$ cat config.mk
export PLATFORM = sky130hd
export DESIGN_NAME = sc_card_xcvr
export DESIGN_NICKNAME = d
export VERILOG_FILES = /design/src/rtl/sc_pkg.sv /design/src/rtl/sc_line_sync.sv /design/src/rtl/sc_etu_count.sv /design/src/rtl/sc_tx.sv /design/src/rtl/sc_rx.sv /design/src/rtl/sc_card_xcvr.sv
export SDC_FILE = /design/constraint.sdc
export NUM_CORES = 1
export LEC_CHECK = 0
export BUFFER_PORTS_ARGS = -buffer_cell sky130_fd_sc_hd__buf_2
export CAP_MARGIN = 20
export CORE_MARGIN = 2
export CORE_UTILIZATION = 45
export DETAILED_ROUTE_END_ITERATION = 12
export GPL_ROUTABILITY_DRIVEN = 0
export PLACE_DENSITY_LB_ADDON = 0.3
export SYNTH_ARGS = -nofsm -noshare
export SYNTH_HDL_FRONTEND = slang
export SYNTH_SLANG_ARGS = --single-unit
$ cat constraint.sdc
create_clock -name clk -period 3.2 [get_ports clk]
set_input_delay 0.64 -clock clk [delete_from_list [all_inputs] [get_ports clk]]
set_output_delay 0.64 -clock clk [all_outputs]
set_load 0.1 [all_outputs]
$ cat src/rtl/sc_pkg.sv
package sc_pkg;

    localparam int DATA_BITS  = 8;
    localparam int FRAME_BITS = DATA_BITS + 2;
    localparam int IDX_W      = 4;

    // etu indices at which frame events occur
    localparam logic [IDX_W-1:0] ETU_START   = 4'd0;
    localparam logic [IDX_W-1:0] ETU_D_FIRST = 4'd1;
    localparam logic [IDX_W-1:0] ETU_D_LAST  = 4'd8;
    localparam logic [IDX_W-1:0] ETU_PARITY  = 4'd9;
    localparam logic [IDX_W-1:0] ETU_SIG_ON  = 4'd10;
    localparam logic [IDX_W-1:0] ETU_SIG_OFF = 4'd11;
    localparam logic [IDX_W-1:0] ETU_CHECK   = 4'd11;
    localparam logic [IDX_W-1:0] ETU_BLK_END = 4'd11;
    localparam logic [IDX_W-1:0] ETU_NRM_END = 4'd12;
    localparam logic [IDX_W-1:0] ETU_RETRY   = 4'd13;

    typedef struct packed {
        logic msb_first;
        logic invert;
        logic par_odd;
        logic block;
    } sc_cfg_t;

    typedef enum logic {TX_IDLE, TX_RUN} tx_state_e;
    typedef enum logic [1:0] {RX_IDLE, RX_RUN, RX_ERR} rx_state_e;

    // byte -> wire levels in time order (index 0 goes first)
    function automatic logic [DATA_BITS-1:0] to_wire(input logic [DATA_BITS-1:0] d,
                                                     input sc_cfg_t cfg);
        logic [DATA_BITS-1:0] s;
        for (int i = 0; i < DATA_BITS; i++) begin
            s[i] = (cfg.msb_first ? d[DATA_BITS-1-i] : d[i]) ^ cfg.invert;
        end
        return s;
    endfunction

    // wire levels in time order -> byte
    function automatic logic [DATA_BITS-1:0] from_wire(input logic [DATA_BITS-1:0] s,
                                                       input sc_cfg_t cfg);
        logic [DATA_BITS-1:0] d;
        d = '0;
        for (int i = 0; i < DATA_BITS; i++) begin
            if (cfg.msb_first) d[DATA_BITS-1-i] = s[i] ^ cfg.invert;
            else               d[i]             = s[i] ^ cfg.invert;
        end
        return d;
    endfunction

    function automatic logic parity_of(input logic [DATA_BITS-1:0] d, input sc_cfg_t cfg);
        return (^d) ^ cfg.par_odd;
    endfunction

    // full frame, bit 0 = start bit
    function automatic logic [FRAME_BITS-1:0] build_frame(input logic [DATA_BITS-1:0] d,
                                                          input sc_cfg_t cfg);
        return {parity_of(d, cfg), to_wire(d, cfg), 1'b0};
    endfunction

endpackage

$ cat src/rtl/sc_line_sync.sv
module sc_line_sync #(
    parameter int STAGES = 2
) (
    input  logic clk,
    input  logic rst,
    input  logic din,
    output logic dout
);
    logic [STAGES-1:0] sr;

    generate
        if (STAGES == 1) begin : g_single
            always_ff @(posedge clk) begin
                if (rst) sr <= '1;
                else     sr <= din;
            end
        end else begin : g_chain
            always_ff @(posedge clk) begin
                if (rst) sr <= '1;
                else     sr <= {sr[STAGES-2:0], din};
            end
        end
    endgenerate

    assign dout = sr[STAGES-1];
endmodule

$ cat src/rtl/sc_etu_count.sv
module sc_etu_count #(
    parameter int ETU_W = 16,
    parameter int IDX_W = 4
) (
    input  logic             clk,
    input  logic             rst,
    input  logic             clear,
    input  logic             en,
    input  logic [ETU_W-1:0] div,
    output logic [ETU_W-1:0] cnt,
    output logic [IDX_W-1:0] idx,
    output logic             at_zero,
    output logic             at_half,
    output logic             at_last
);
    assign at_zero = (cnt == '0);
    assign at_half = (cnt == (div >> 1));
    assign at_last = (cnt == div - 1'b1);

    always_ff @(posedge clk) begin
        if (rst || clear) begin
            cnt <= '0;
            idx <= '0;
        end else if (en) begin
            if (at_last) begin
                cnt <= '0;
                if (idx != '1) idx <= idx + 1'b1;
            end else begin
                cnt <= cnt + 1'b1;
            end
        end
    end
endmodule

$ cat src/rtl/sc_tx.sv
module sc_tx
    import sc_pkg::*;
#(
    parameter int ETU_W = 16
) (
    input  logic                 clk,
    input  logic                 rst,
    input  sc_cfg_t              cfg,
    input  logic [ETU_W-1:0]     div,
    input  logic                 start,
    input  logic [DATA_BITS-1:0] data,
    input  logic                 line_s,
    output logic                 drive,
    output logic                 busy,
    output logic                 done
);
    tx_state_e             st;
    logic [FRAME_BITS-1:0] sh;
    logic [FRAME_BITS-1:0] hold;
    logic                  retry;
    logic [ETU_W-1:0]      cnt;
    logic [IDX_W-1:0]      idx;
    logic                  at_zero, at_half, at_last;
    logic                  accept, restart;

    assign accept  = (st == TX_IDLE) && start;
    assign restart = (st == TX_RUN) && !cfg.block && retry &&
                     (idx == ETU_RETRY) && at_zero;

    sc_etu_count #(.ETU_W(ETU_W), .IDX_W(IDX_W)) u_tmr (
        .clk(clk), .rst(rst), .clear(accept || restart), .en(st == TX_RUN),
        .div(div), .cnt(cnt), .idx(idx),
        .at_zero(at_zero), .at_half(at_half), .at_last(at_last)
    );

    always_ff @(posedge clk) begin
        if (rst) begin
            st    <= TX_IDLE;
            sh    <= '1;
            hold  <= '1;
            retry <= 1'b0;
            done  <= 1'b0;
        end else begin
            case (st)
                TX_IDLE: begin
                    if (start) begin
                        hold  <= build_frame(data, cfg);
                        sh    <= build_frame(data, cfg);
                        retry <= 1'b0;
                        done  <= 1'b0;
                        st    <= TX_RUN;
                    end
                end
                default: begin
                    if (restart) begin
                        sh    <= hold;
                        retry <= 1'b0;
                    end else begin
                        if (at_last) sh <= {1'b1, sh[FRAME_BITS-1:1]};
                        if (cfg.block) begin
                            if (idx == ETU_BLK_END && at_half) begin
                                st   <= TX_IDLE;
                                done <= 1'b1;
                            end
                        end else begin
                            if (idx == ETU_CHECK && at_zero && !line_s) retry <= 1'b1;
                            if (idx == ETU_NRM_END && at_zero && !retry) begin
                                st   <= TX_IDLE;
                                done <= 1'b1;
                            end
                        end
                    end
                end
            endcase
        end
    end

    assign drive = (st == TX_RUN) && !sh[0];
    assign busy  = (st == TX_RUN);


    busy_start_ignored_chk: assert property (@(posedge clk) disable iff (rst)
        (st == TX_RUN && start) |=> $stable(hold));
endmodule

$ cat src/rtl/sc_rx.sv
module sc_rx
    import sc_pkg::*;
#(
    parameter int ETU_W = 16
) (
    input  logic                 clk,
    input  logic                 rst,
    input  sc_cfg_t              cfg,
    input  logic [ETU_W-1:0]     div,
    input  logic                 line_s,
    input  logic                 err_clr,
    output logic                 valid,
    output logic [DATA_BITS-1:0] data,
    output logic                 par_err,
    output logic                 overrun,
    output logic                 err_drive
);
    rx_state_e            st;
    logic                 line_prev;
    logic [DATA_BITS-1:0] sbuf;
    logic [DATA_BITS-1:0] decoded;
    logic [ETU_W-1:0]     cnt;
    logic [IDX_W-1:0]     idx;
    logic                 at_zero, at_half, at_last;
    logic                 fall, par_sample, bad;

    assign fall       = line_prev && !line_s;
    assign decoded    = from_wire(sbuf, cfg);
    assign par_sample = (st == RX_RUN) && at_half && (idx == ETU_PARITY);
    assign bad        = par_sample && (parity_of(decoded, cfg) != line_s);

    sc_etu_count #(.ETU_W(ETU_W), .IDX_W(IDX_W)) u_tmr (
        .clk(clk), .rst(rst), .clear((st == RX_IDLE) && fall), .en(st != RX_IDLE),
        .div(div), .cnt(cnt), .idx(idx),
        .at_zero(at_zero), .at_half(at_half), .at_last(at_last)
    );

    always_ff @(posedge clk) begin
        if (rst) begin
            st        <= RX_IDLE;
            line_prev <= 1'b1;
            sbuf      <= '0;
            valid     <= 1'b0;
            data      <= '0;
            par_err   <= 1'b0;
            overrun   <= 1'b0;
        end else begin
            line_prev <= line_s;
            valid     <= 1'b0;
            if (bad)          par_err <= 1'b1;
            else if (err_clr) par_err <= 1'b0;
            if (par_sample && par_err) overrun <= 1'b1;
            else if (err_clr)          overrun <= 1'b0;
            case (st)
                RX_IDLE: if (fall) st <= RX_RUN;
                RX_RUN: begin
                    if (at_half) begin
                        if (idx == ETU_START) begin
                            if (line_s) st <= RX_IDLE;
                        end else if (idx >= ETU_D_FIRST && idx <= ETU_D_LAST) begin
                            sbuf <= {line_s, sbuf[DATA_BITS-1:1]};
                        end else if (idx == ETU_PARITY) begin
                            valid <= 1'b1;
                            data  <= decoded;
                            st    <= (bad && !cfg.block) ? RX_ERR : RX_IDLE;
                        end
                    end
                end
                default: begin
                    if (idx == ETU_SIG_OFF && at_half) st <= RX_IDLE;
                end
            endcase
        end
    end

    assign err_drive = (st == RX_ERR) &&
                       ((idx == ETU_SIG_ON && cnt >= (div >> 1)) || idx == ETU_SIG_OFF);


    rx_valid_pulse_chk: assert property (@(posedge clk) disable iff (rst)
        valid |=> !valid);

    perr_sticky_chk: assert property (@(posedge clk) disable iff (rst)
        $fell(par_err) |-> $past(err_clr));

    overrun_source_chk: assert property (@(posedge clk) disable iff (rst)
        $rose(overrun) |-> $past(par_err));
endmodule

$ cat src/rtl/sc_card_xcvr.sv
module sc_card_xcvr
    import sc_pkg::*;
#(
    parameter int ETU_W       = 16,
    parameter int SYNC_STAGES = 2
) (
    input  logic             clk,
    input  logic             rst,
    input  logic [ETU_W-1:0] etu_div,
    input  logic             cfg_msb_first,
    input  logic             cfg_invert,
    input  logic             cfg_par_odd,
    input  logic             cfg_block,
    input  logic             tx_start,
    input  logic [7:0]       tx_data,
    output logic             tx_busy,
    output logic             tx_done,
    output logic             rx_valid,
    output logic [7:0]       rx_data,
    output logic             par_err,
    output logic             overrun,
    input  logic             err_clr,
    input  logic             line_in,
    output logic             line_drive_low
);
    sc_cfg_t cfg;
    logic    line_s;
    logic    tx_drv, rx_drv;

    assign cfg = '{msb_first: cfg_msb_first, invert: cfg_invert,
                   par_odd: cfg_par_odd, block: cfg_block};

    sc_line_sync #(.STAGES(SYNC_STAGES)) u_sync (
        .clk(clk), .rst(rst), .din(line_in), .dout(line_s)
    );

    sc_tx #(.ETU_W(ETU_W)) u_tx (
        .clk(clk), .rst(rst), .cfg(cfg), .div(etu_div),
        .start(tx_start), .data(tx_data), .line_s(line_s),
        .drive(tx_drv), .busy(tx_busy), .done(tx_done)
    );

    sc_rx #(.ETU_W(ETU_W)) u_rx (
        .clk(clk), .rst(rst), .cfg(cfg), .div(etu_div), .line_s(line_s),
        .err_clr(err_clr), .valid(rx_valid), .data(rx_data),
        .par_err(par_err), .overrun(overrun), .err_drive(rx_drv)
    );

    assign line_drive_low = tx_drv | rx_drv;


    idle_release_chk: assert property (@(posedge clk) disable iff (rst)
        !tx_busy |-> !tx_drv);

    block_quiet_chk: assert property (@(posedge clk) disable iff (rst)
        cfg_block |-> !rx_drv);

    done_not_busy_chk: assert property (@(posedge clk) disable iff (rst)
        tx_done |-> !tx_busy);
endmodule

==> qor.csv <==
stage;metric;value;unit
worst_setup_path;crit-path max FO;2;
worst_setup_path;critical-path cell list;buf_8 > inv_4 > ha_4 > nor2b_4 > o21a_1 > o21a_1 > o21a_1 > o21ai_1 > nand2_1 > a2111oi_4 > a21oi_4 > buf_12;
global_routing;initial antenna violation count;0;
place;pre-CTS setup slack;-154;ps
worst_setup_path;Worst Path Class, Setup;in -> out;
synthesis;Yosys top cell by area;dfxtp_1;
cts;CTS tree;yes;
route;DRC;0;
worst_setup_path;Critical-path top delay cell;a2111oi_4;
global_routing;first-pass GRT wire length;23.7;mm
worst_setup_path;crit path DAT;2500;ps
worst_setup_path;Most Frequent Cell on Critical Path;o21a_1;
synthesis;ys async rst share;0;
synthesis;Post-synth EDFFs;0;
sta;Final Setup Violations;0;
worst_setup_path;Worst R2R Setup Slack;740;ps
global_routing;total gr overflow;0;
layout;fillcell total;1254;
job;Max Cap Violations;0;
synthesis;largest family of logic cells by synthesized area;simple AND/OR/NAND/NOR gates;
cts;Clk Latency, worst-skew pair;350;ps
sta;final hold vios;0;
layout;final net count;818;
synthesis;post-synthesis xor/xnor area fraction;0.190;
sta;clk_skew;7.51;ps
synthesis;post-synthesis compound-gate area fraction;0.112;
layout;Final Non-Filler Cells;939;
synthesis;mean post-synth cell area;8.50;sq um
synthesis;Netlist cell types;64;
synthesis;flops & latches, synth;87;
worst_setup_path;critical path's top delay family;compound AO/OA/AOI/OAI gates;
floorplanning;Die H;119;microns
synthesis;area of the mapped netlist;5990;sq um
min_path;hold crit path type;reg -> reg;
power_and_ir_drop;Pwr Total;2.49;mW
place;HPWL Detailed;10.6;mm
synthesis;ranking of synthesized cells by area;dfxtp_1 29%, xnor2_1 11%, mux2i_1 7.4%;
synthesis;sequential element share of the synthesized area;0.291;
floorplanning;CORE AREA;13100;sq um
cts;cts hold-fix bufs;0;
cts;Worst-path clk slew;70;ps
sta;PnR worst setup slack;58.6;ps
sta;max-slew violations;0;
cts;Root Buffer;clkbuf_16;
route;ANT nets after route;0;
cts;Max Root-Sink Buffers;2;
cts;Num CTS Buffers;9;
place;Placed Instances;923;
synthesis;Simple-Gate Fraction of Synth Area;0.221;
sta;worst-margin pin slew;733;ps
cts;clk sinks;87;
synthesis;post-synth top area share;0.291;
min_path;Hold Crit Start;u_sync.sr[0];
route;DRT iter0 DRCs;318;
floorplanning;Starting Density;0.456;
route;via count;5005;
worst_setup_path;required time of the critical path;2560;ps
floorplanning;chip width;119;microns
worst_setup_path;Worst Setup SP;etu_div[2];
sta;fmax;318;MHz
route;WL final;14.0;mm
layout;share of cells above drive strength 1;0.168;
global_routing;Total GRT Usage;0.205;
worst_setup_path;RR Startpoint;u_rx.u_tmr.cnt[9];
power_and_ir_drop;Max VDD drop;0.459;mV
layout;Layout area overhead;15.5;%
floorplanning;Cell Rows;42;
synthesis;cell count after synthesis;705;
sta;max_slew headroom;0.512;
power_and_ir_drop;power density over cell area;360;nW/um^2
layout;# diodes;0;
cts;H-tree levels;3;
synthesis;Main synth FF type;dfxtp_1;
synthesis;post-synthesis mux area share;0.0735;
synthesis;Post-Synth Adder-Cell Area;0.0564;
place;port buffer count;46;
synthesis;Mapped Nets;765;
power_and_ir_drop;Leak;2.87;nW
global_routing;largest net degree at the start of global routing;46;
sta;Period minus WS final;3140;ps
worst_setup_path;Crit path buffers/inverters;3;
sta;unrepaired setup endpoints after global routing;true;
sta;period utilization;0.982;
route;WL/cell;14.9;microns
worst_setup_path;crit-path max cell delay;400;ps
run_status;run status;complete, no violations;
global_routing;number of global-route vias before repair;4908;
floorplanning;die footprint;14300;sq um
worst_setup_path;Critical Path Start Type;input port;
floorplanning;Ports;47;
route;First-pass DRT Iterations;4;
route;vias per cell;5.33;
sta;WHS;417;ps
worst_setup_path;Critical Path End Type;primary output;
synthesis;synth warn;0;
layout;Final Util;0.527;
[final timing paths]
kind | to | cells past startpoint
setup / recovery | line_drive_low | 12
hold / removal | u_sync.sr[1] | 1
setup reg to reg | u_rx.data[5] | 11
hold reg to reg | u_sync.sr[1] | 1
[cell families (layout without fill, tap and decap cells)]
logic type | after synthesis | in the layout
flip-flops | 87 | 87
buffers and inverters | 80 | 138
adder cells (fa/ha/maj) | 27 | 27
AO/OA/AOI/OAI | 88 | 88
XOR/XNOR | 122 | 122
multiplexers | 44 | 44
AND/OR/NAND/NOR | 257 | 257
[stage by stage]
stage	instance area [sq um]	setup TNS (ps)
after floorplan	6040	-147
after global placement	6600	-200
after detailed placement	6600	-1270
after CTS	6890	0
after global routing	6920	-42.7
final	6920	0
[worst reg2reg max path, delay by kind of cell, from the launching register on]
kind / cells / cell delay [ps]
simple gates: 7 / 1030
fa+ha+maj: 1 / 340
buf+inv: 2 / 370
mux: 1 / 210
flops: 1 / 390
[metal layers]
metal / vias up / GRT usage / share of wire
met5: - / 0 / 0
met4: 0 / 0.0566 / 0.016
met3: 19 / 0.0474 / 0.050
met2: 113 / 0.354 / 0.49
met1: 2342 / 0.257 / 0.44
li1: 2531 / - / -
[synth_stat cells, drive strengths merged (2+ instances only)]
library cell	instances
xnor2	75
nand4	11
o21ai	6
or4	4
a2111oi	5
nand2b	4
nor4	11
nand3b	2
nor2b	6
a21o	6
nor3	17
and4	3
a21oi	14
o21bai	10
o211ai	4
nor4b	5
o2111ai	2
and3	11
a221oi	8
o21a	6
nor3b	4
nand2	47
xor2	42
dfxtp	87
xnor3	5
nand4b	2
mux2i	44
inv	36
nor2	102
buf	16
a31oi	4
or2	5
a211oi	5
ha	27
a211o	9
clkbuf	28
nand3	19
[layout by cell type, fill, tap and decap left out, types with 6 or more instances in the layout]
cell	netlist	final
a211o_1	9	9
o21bai_1	10	10
xor2_1	42	42
mux2i_1	44	44
nand3_1	18	18
ha_1	27	25
nor2_1	101	101
nor4_1	9	9
xnor2_1	75	75
buf_2	10	44
inv_1	36	34
o21a_1	6	6
nand2_1	47	47
nor3_1	16	16
buf_4	1	39
a21oi_1	14	13
clkbuf_16	0	9
and3_1	11	11
a221oi_1	8	8
dfxtp_1	87	86
nand4_1	11	11
[timing repair]
action                                  4_1_cts  5_1_grt
endpoints found under the hold margin         0        0
endpoints found under the setup margin        1        1
gates resized for setup                       5       11
setup buffers                                 0        0
pin swaps                                     2        7
[flip-flops by register name, indices dropped and copies added, names as in the netlist, 2 cells and up]
register        cells
u_rx.u_tmr.cnt     16
u_tx.u_tmr.cnt     16
u_tx.hold          10
u_tx.sh            10
u_rx.data           8
u_rx.sbuf           8
u_rx.u_tmr.idx      4
u_tx.u_tmr.idx      4
u_rx.st             2
u_sync.sr           2
[area by class of cell]
type,instances,area (sq um),share of cell area
clock buffers,10,229,0.0331
clock inverters,6,43.8,0.00633
inverters,36,138,0.0199
multi-input cells,538,3980,0.575
flip-flops and latches,87,1740,0.252
well taps,176,220,0.0318
repair buffers,86,568,0.0821
[report_power, final]
part | internal (mW) | total, mW | switching, mW
clock network | 0.530 | 0.985 | 0.455
logic | 0.166 | 0.375 | 0.209
registers | 1.11 | 1.13 | 0.0184
No activity file was read; power rests on OpenSTA's default activity.
